**src/rtl/opl_pkg.sv**
```systemverilog
// Package: shared definitions for the operand latch.
// Assumes: instruction flag positions are fixed by the instruction set.
package opl_pkg;

    // Flag positions inside the instruction word
    localparam int unsigned FLG_LONG = 0;
    localparam int unsigned FLG_IMM  = 1;

    // Source choices for the upper part of the second operand
    typedef enum logic [1:0] {
        HI_BUS  = 2'd0,   // register read bus, upper bits
        HI_SX4  = 2'd1,   // copies of the address-field sign bit
        HI_LFLD = 2'd2,   // long instruction field
        HI_SX2  = 2'd3    // short long-immediate, sign-extended
    } hi_sel_e;

    // Pick the first-half (short path) upper source from the immediate flag
    function automatic hi_sel_e short_sel(input logic use_imm);
        return use_imm ? HI_SX4 : HI_BUS;
    endfunction

    // Pick the second-half (long path) upper source from the immediate flag
    function automatic hi_sel_e long_sel(input logic use_imm);
        return use_imm ? HI_SX2 : HI_LFLD;
    endfunction

endpackage

```
**src/rtl/opl_low_mux.sv**
```systemverilog
// Module: low-nibble selector for the second operand.
// Chooses between the read bus low bits and the instruction address field.
// Assumes: purely combinational; the register sits in the parent.
module opl_low_mux #(
    parameter int unsigned NIB_W = 4
) (
    input  logic             use_imm,
    input  logic [NIB_W-1:0] bus_lo,
    input  logic [NIB_W-1:0] fld,
    output logic [NIB_W-1:0] lo
);

    // Two-way select on the immediate flag
    always_comb begin
        lo = use_imm ? fld : bus_lo;
    end

endmodule

```
**src/rtl/opl_high_mux.sv**
```systemverilog
// Module: four-way selector for the upper bits of the second operand.
// Produces bus bits, 4-bit-immediate sign fill, the long field, or a
// sign-extended short long-immediate, as chosen by sel.
// Assumes: LIMM_W < UP_W; combinational only.
module opl_high_mux
    import opl_pkg::*;
#(
    parameter int unsigned UP_W   = 12,
    parameter int unsigned LIMM_W = 2
) (
    input  hi_sel_e           sel,
    input  logic [UP_W-1:0]   bus_hi,
    input  logic              fld_msb,
    input  logic [UP_W-1:0]   long_fld,
    output logic [UP_W-1:0]   hi
);

    localparam int unsigned PAD_W = UP_W - LIMM_W;

    logic [LIMM_W-1:0] limm;
    logic [UP_W-1:0]   limm_sx;

    // Take the low part of the long field and sign-extend it
    always_comb begin
        limm    = long_fld[LIMM_W-1:0];
        limm_sx = {{PAD_W{limm[LIMM_W-1]}}, limm};
    end

    // Four-way source select
    always_comb begin
        unique case (sel)
            HI_BUS:  hi = bus_hi;
            HI_SX4:  hi = {UP_W{fld_msb}};
            HI_LFLD: hi = long_fld;
            HI_SX2:  hi = limm_sx;
            default: hi = bus_hi;
        endcase
    end

endmodule

```
**src/rtl/opnd_latch.sv**
```systemverilog
// Module: two-phase operand latch (top).
// Captures the first operand from its read bus, and builds the second
// operand over two half-cycles: the first half loads a full register value
// or a sign-extended address-field immediate, and the second half (long
// form only) rewrites the upper bits from the long instruction field.
// Assumes: the sequencer raises each strobe for one cycle while the
// matching bus or instruction word is valid; INSTR_W covers the long field.
module opnd_latch
    import opl_pkg::*;
#(
    parameter int unsigned DATA_W  = 16,
    parameter int unsigned NIB_W   = 4,
    parameter int unsigned NIB_LO  = 12,
    parameter int unsigned LIMM_W  = 2,
    parameter int unsigned INSTR_W = 28
) (
    input  logic               clk,
    input  logic               rst_n,
    input  logic [INSTR_W-1:0] instr,
    input  logic [DATA_W-1:0]  rd_a,
    input  logic [DATA_W-1:0]  rd_b,
    input  logic               opa_ld,
    input  logic               ph1_ld,
    input  logic               ph2_ld,
    output logic [DATA_W-1:0]  opnd_a,
    output logic [DATA_W-1:0]  opnd_b
);

    localparam int unsigned UP_W    = DATA_W - NIB_W;
    localparam int unsigned NIB_HI  = NIB_LO + NIB_W - 1;
    localparam int unsigned LONG_LO = NIB_LO + NIB_W;
    localparam int unsigned LONG_HI = LONG_LO + UP_W - 1;

    logic             is_long;
    logic             use_imm;
    logic [NIB_W-1:0] fld;
    logic [UP_W-1:0]  long_fld;
    logic [NIB_W-1:0] lo_nxt;
    logic [UP_W-1:0]  hi_short;
    logic [UP_W-1:0]  hi_long;
    logic [NIB_W-1:0] b_lo;
    logic [UP_W-1:0]  b_hi;
    logic             unused_instr;

    // Split the instruction word into flags and fields
    always_comb begin
        is_long  = instr[FLG_LONG];
        use_imm  = instr[FLG_IMM];
        fld      = instr[NIB_HI:NIB_LO];
        long_fld = instr[LONG_HI:LONG_LO];
    end

    assign unused_instr = ^instr[NIB_LO-1:FLG_IMM+1];

    opl_low_mux #(.NIB_W(NIB_W)) lo_mux_i (
        .use_imm (use_imm),
        .bus_lo  (rd_b[NIB_W-1:0]),
        .fld     (fld),
        .lo      (lo_nxt)
    );

    opl_high_mux #(.UP_W(UP_W), .LIMM_W(LIMM_W)) hi_short_i (
        .sel      (short_sel(use_imm)),
        .bus_hi   (rd_b[DATA_W-1:NIB_W]),
        .fld_msb  (fld[NIB_W-1]),
        .long_fld (long_fld),
        .hi       (hi_short)
    );

    opl_high_mux #(.UP_W(UP_W), .LIMM_W(LIMM_W)) hi_long_i (
        .sel      (long_sel(use_imm)),
        .bus_hi   (rd_b[DATA_W-1:NIB_W]),
        .fld_msb  (fld[NIB_W-1]),
        .long_fld (long_fld),
        .hi       (hi_long)
    );

    // First operand: capture the read bus in its valid cycle
    always_ff @(posedge clk) begin
        if (!rst_n)      opnd_a <= '0;
        else if (opa_ld) opnd_a <= rd_a;
    end

    // Second operand low nibble: written only by the first half-cycle
    always_ff @(posedge clk) begin
        if (!rst_n)      b_lo <= '0;
        else if (ph1_ld) b_lo <= lo_nxt;
    end

    // Second operand upper bits: long second half wins over first half
    always_ff @(posedge clk) begin
        if (!rst_n)                 b_hi <= '0;
        else if (ph2_ld && is_long) b_hi <= hi_long;
        else if (ph1_ld)            b_hi <= hi_short;
    end

    assign opnd_b = {b_hi, b_lo};

endmodule

```
**config.mk**
```make
export PLATFORM = sky130hd
export DESIGN_NAME = opnd_latch
export DESIGN_NICKNAME = d
export VERILOG_FILES = /design/src/rtl/opl_pkg.sv /design/src/rtl/opl_low_mux.sv /design/src/rtl/opl_high_mux.sv /design/src/rtl/opnd_latch.sv
export SDC_FILE = /design/constraint.sdc
export NUM_CORES = 1
export LEC_CHECK = 0
export BUFFER_PORTS_ARGS = -buffer_cell sky130_fd_sc_hd__buf_2
export CORE_MARGIN = 5
export CORE_UTILIZATION = 47
export CTS_CLUSTER_DIAMETER = 150
export CTS_CLUSTER_SIZE = 30
export DETAILED_ROUTE_END_ITERATION = 10
export PLACE_DENSITY = 0.84
export REMOVE_ABC_BUFFERS = 1
export SLEW_MARGIN = 20
export SYNTH_ARGS = -nofsm -noshare
export SYNTH_HDL_FRONTEND = slang
export SYNTH_HIERARCHICAL = 1
export SYNTH_SLANG_ARGS = --single-unit
export TNS_END_PERCENT = 50
```
**constraint.sdc**
```tcl
create_clock -name clk -period 1.9 [get_ports clk]
set_input_delay 0.38 -clock clk [delete_from_list [all_inputs] [get_ports clk]]
set_output_delay 0.38 -clock clk [all_outputs]
set_load 0.01 [all_outputs]
```
# [After elaboration in Yosys (flattened, before gate mapping)]
# Index checks and enable logic that the tools add are counted.
[op_classes] addsub=0 multipliers=0 div=0 order_cmp=0 eq_ne=6 n_shift=0 mux=7 bitwise_logic=0 reduce_logical=4
[op_table] operator="12-bit case mux with 4 select lines" count=2
[op_table] operator="12-bit two-way mux" count=2
[op_table] operator="1-bit by 2-bit == test with 1-bit output (second input constant)" count=2
[op_table] operator="2-bit == test (second input constant)" count=2
[op_table] operator="2-bit zero test" count=2
[op_table] operator="4-bit two-way mux" count=1
[op_table] operator="2-bit by 1-bit == test with 1-bit output (second input constant)" count=1
[op_table] operator="1-bit two-way mux" count=2
[op_table] operator="2-bit nonzero test" count=1
[op_table] operator="1-bit == test (second input constant)" count=1
[op_table] operator="1-bit logical AND" count=1
[totals] ff_bits=32 latch_bits=0 mem_bits_rw=0 romBits=0 inputBits=65 out_inout_bits=32 wordCells=20 n_memories=0

# [Longest topological paths before layout]
[depth] depth_word=5 depth_mapped=5 mapped_depth_nobuf=4

# [Hierarchy]
# The synthesis kept the hierarchy.
[modules_own_cells] module="opnd_latch" instances=1 cells_per_inst=121 area_each_um2=1415.1 seq_area_each_um2=640.6
[modules_own_cells] module="opl_high_mux" instances=2 cells_per_inst=19 area_each_um2=301.5 seq_area_each_um2=0.0
[modules_own_cells] module="opl_low_mux" instances=1 cells_per_inst=4 area_each_um2=45.0 seq_area_each_um2=0.0

# [Least setup slack after synthesis]
# OpenSTA, ideal clock, no wires.
[synth_timing] path_type="input -> register" startpoint="input port instr[15]" endpoint="register b_hi[10]" setup_ps=116 arrival_ps=1454 required_time_ps=1784 setup_slack_ps=330 stages=4 path_buffers=1 cell_sequence="clkbuf_1 -> mux4_1 -> mux2_4 -> o211a_1"
[synth_between] elab_chain_len=3 elab_cells_between_ends=4 cone_classes="mux (4)"
[synth_lines] item="from (decl)" line_no="opnd_latch.sv:19" source="input logic [INSTR_W-1:0] instr,"
[synth_lines] item="12-bit case mux with 4 select lines" line_no="opl_high_mux.sv:31" source="unique case (sel)"
[synth_lines] item="via hi_short[10]" line_no="opnd_latch.sv:39" source="logic [UP_W-1:0] hi_short;"
[synth_lines] item="12-bit two-way mux" line_no="opnd_latch.sv:94" source="else if (ph1_ld) b_hi <= hi_short;"
[synth_lines] item="12-bit two-way mux" line_no="opnd_latch.sv:93" source="else if (ph2_ld && is_long) b_hi <= hi_long;"
[synth_lines] item="to (signal assigned)" line_no="opnd_latch.sv:93"
[synth_lines] item="to (signal assigned)" line_no="opnd_latch.sv:94"
[synth_lines] item="to (decl)" line_no="opnd_latch.sv:42" source="logic [UP_W-1:0] b_hi;"
# The timed path passes the listed nets, and every way through them passes these cells. The select of a mux whose other input is x is not followed.
# A chain may end at the register's enable or synchronous reset.

# [Worst setup path after layout]
[layout_timing] startpoint="input port instr[15]" endpoint="register b_hi[1]"
# Same word-level chain as after synthesis.

==> flow_summary.ini <==
[run_status]
status = finished clean

[placed_design]
dpl.cell_count = 293
gp_congestion = 0.722
io_buffers = 86
dpl_cell_area_um2 = 2500

[grt]
track_usage_pct = 15.8
grt_overflow = 0
grt_pass1_wl_um = 7510
grt_max_degree = 33
antenna_found_initial = 0
grt_pass1_vias = 1606

[layout]
final_area_um2 = 2600
mostFrequentLayoutCell = buf_2
fin_cells = 301
multiInputGateArea_um2 = 1330
num-fill-cells = 378
regArea_um2 = 641
drive_gt1_share_pct = 52.6
fin_nets = 313
syn_to_final_growth_pct = 26.2
n_antenna_cell = 0
layout_common_cells = buf_2 (86), dfxtp_1 (32), mux2i_1 (22)

[job]
drv_cap = 0

[die]
start_util_pct = 48.0
num_rows = 24
fp.coreArea_um2 = 4290
fp.dieH_um = 76.3
io-pin-count = 97
dieArea_um2 = 5810
die_w_um = 76.3

[power_and_ir_drop]
combPwrFrac_pct = 23.9
clkPwrFrac_pct = 35.0
p_switching_uw = 444
p_per_area_nw_per_um2 = 693
p_leak_uw = 0.00133
switching_share_pct = 24.6
p_int_uw = 1360
seqPwrFrac_pct = 41.2
peakVddDrop_mv = 0.432

[clock_tree]
cts.reportedPaths.clkPinSlew_ps = 70
cts.path.max_buffers = 2
cts.root.buffer_cell = clkbuf_8
postCtsSetupRepairBufs = 0
tritoncts = yes
cts.repair.resized = 0
clock_sinks = 32
cts-buffers-inserted = 5
htree_levels = 2
cts_hold_buffers = 0
clk_latency_ps = 280

[worst_setup_path]
critPathRequiredTime_ps = 2080
start_kind = input port
arrival_ps = 1630
critPathKind = in -> reg
worst-path-max-fanout = 25
endpoint_kind = register

[sta]
rsz0062_at_grt = no
fmax_mhz = 690
finalCritPeriodShare_pct = 76.2
finalMaxSlewViolations = 0
setup_violations = 0
clock_skew_ps = 0
final_hold_viol_count = 0
min_period_ps = 1450
tns_ps = 0

[synth]
synth-seq-area-share_pct = 31.0
netlist_top_cells_area = dfxtp_1 (31%), mux4_2 (15%), mux2i_1 (11%), mux4_1 (7.6%), mux2_2 (7.6%)
ys_seq_elements = 32
syn_avg_cell_area_um2 = 12.7
yosysTopAreaCellShare_pct = 31.0
post_synth_num_cell_types = 18
ys_warn_count = 6
synth_top_area_cell = dfxtp_1
synth_area_um2 = 2060
synth_cells = 163

[routing]
viasPerCell = 5.29
drtIter0Drc = 49
final_antenna_net_count = 0
drc = 0
drt_wl_total_um = 4560
first_pass_iters = 4
wl_per_cell_um = 15.2
num_vias = 1592

[min_path]
min_path_type = in -> reg
## power groups by stage
| stage | registers (uW) | logic [uW] | clock network [uW] |
|---|---|---|---|
| final | 743 | 430 | 631 |
| after global routing | 748 | 472 | 686 |
| after CTS | 743 | 434 | 658 |
| after detailed placement | 758 | 433 | 0 |
| after global placement | 757 | 422 | 0 |
| after floorplan | 783 | 221 | 0 |
## metal layers
metal  GRT usage [%]  wire (um)
met1            19.4       1950
met3            6.97        477
met2            25.6       2090
met4            3.67         44
met5               0          0
## through the flow
stage	total power (uW)	setup WS, ps	utilization (%)	hold slack, ps
2_1_floorplan	1000	418	-	508
3_3_place_gp	1180	194	58.1	490
3_5_place_dp	1190	159	58.1	502
4_1_cts	1840	466	60.6	357
5_1_grt	1910	405	60.6	361
6_report	1800	451	60.6	362
## final timing paths
check / from / to / slack (ps) / depth (start not counted)
min: rd_a[13] / opnd_a[13]$_SDFFE_PN0P_ / 360 / 3
max reg2reg: b_hi[11]$_SDFFE_PN0P_ / b_hi[11]$_SDFFE_PN0P_ / 1020 / 2
min reg2reg: opnd_a[13]$_SDFFE_PN0P_ / opnd_a[13]$_SDFFE_PN0P_ / 510 / 2
max: instr[15] / b_hi[1]$_SDFFE_PN0P_ / 450 / 5
## sequential cells by signal, summed over array words and instances, names as in the netlist
| signal | count |
|---|---|
| b_lo | 4 |
| b_hi | 12 |
| opnd_a | 16 |
## Yosys cell counts
library cell	count
dfxtp_1	32
mux2i_1	22
nor2b_1	20
mux2_2	14
mux4_2	14
nand3b_1	12
o211a_1	12
clkbuf_1	9
mux2_4	6
mux4_1	6
buf_2	4
buf_6	3
conb_1	2
nand2_1	2
o21ai_0	2
and2_1	1
buf_12	1
buf_4	1
## area by class of cell
type	count	share of cell area, %
Tap cell	52	2.50
Multi-Input combinational cell	119	51.1
Sequential cell	32	24.6
Clock buffer	6	2.79
Clock inverter	2	1.35
Timing Repair Buffer	90	17.7
## worst max-delay path, stage by stage
cell and delay (ps):
buf_2 220, mux2_2 310, mux2_2 260, mux2_2 260
o211a_1 200
## logic make-up after synthesis
family                 count (synthesis)  share of synthesized area [%]
other                                  2                          0.364
multiplexers                          62                           45.6
AO/OA/AOI/OAI                         14                           6.31
AND/OR/NAND/NOR                       35                           11.1
buffers and inverters                 18                           5.58
flip-flops                            32                           31.0
(Power assumes the default switching activity.)
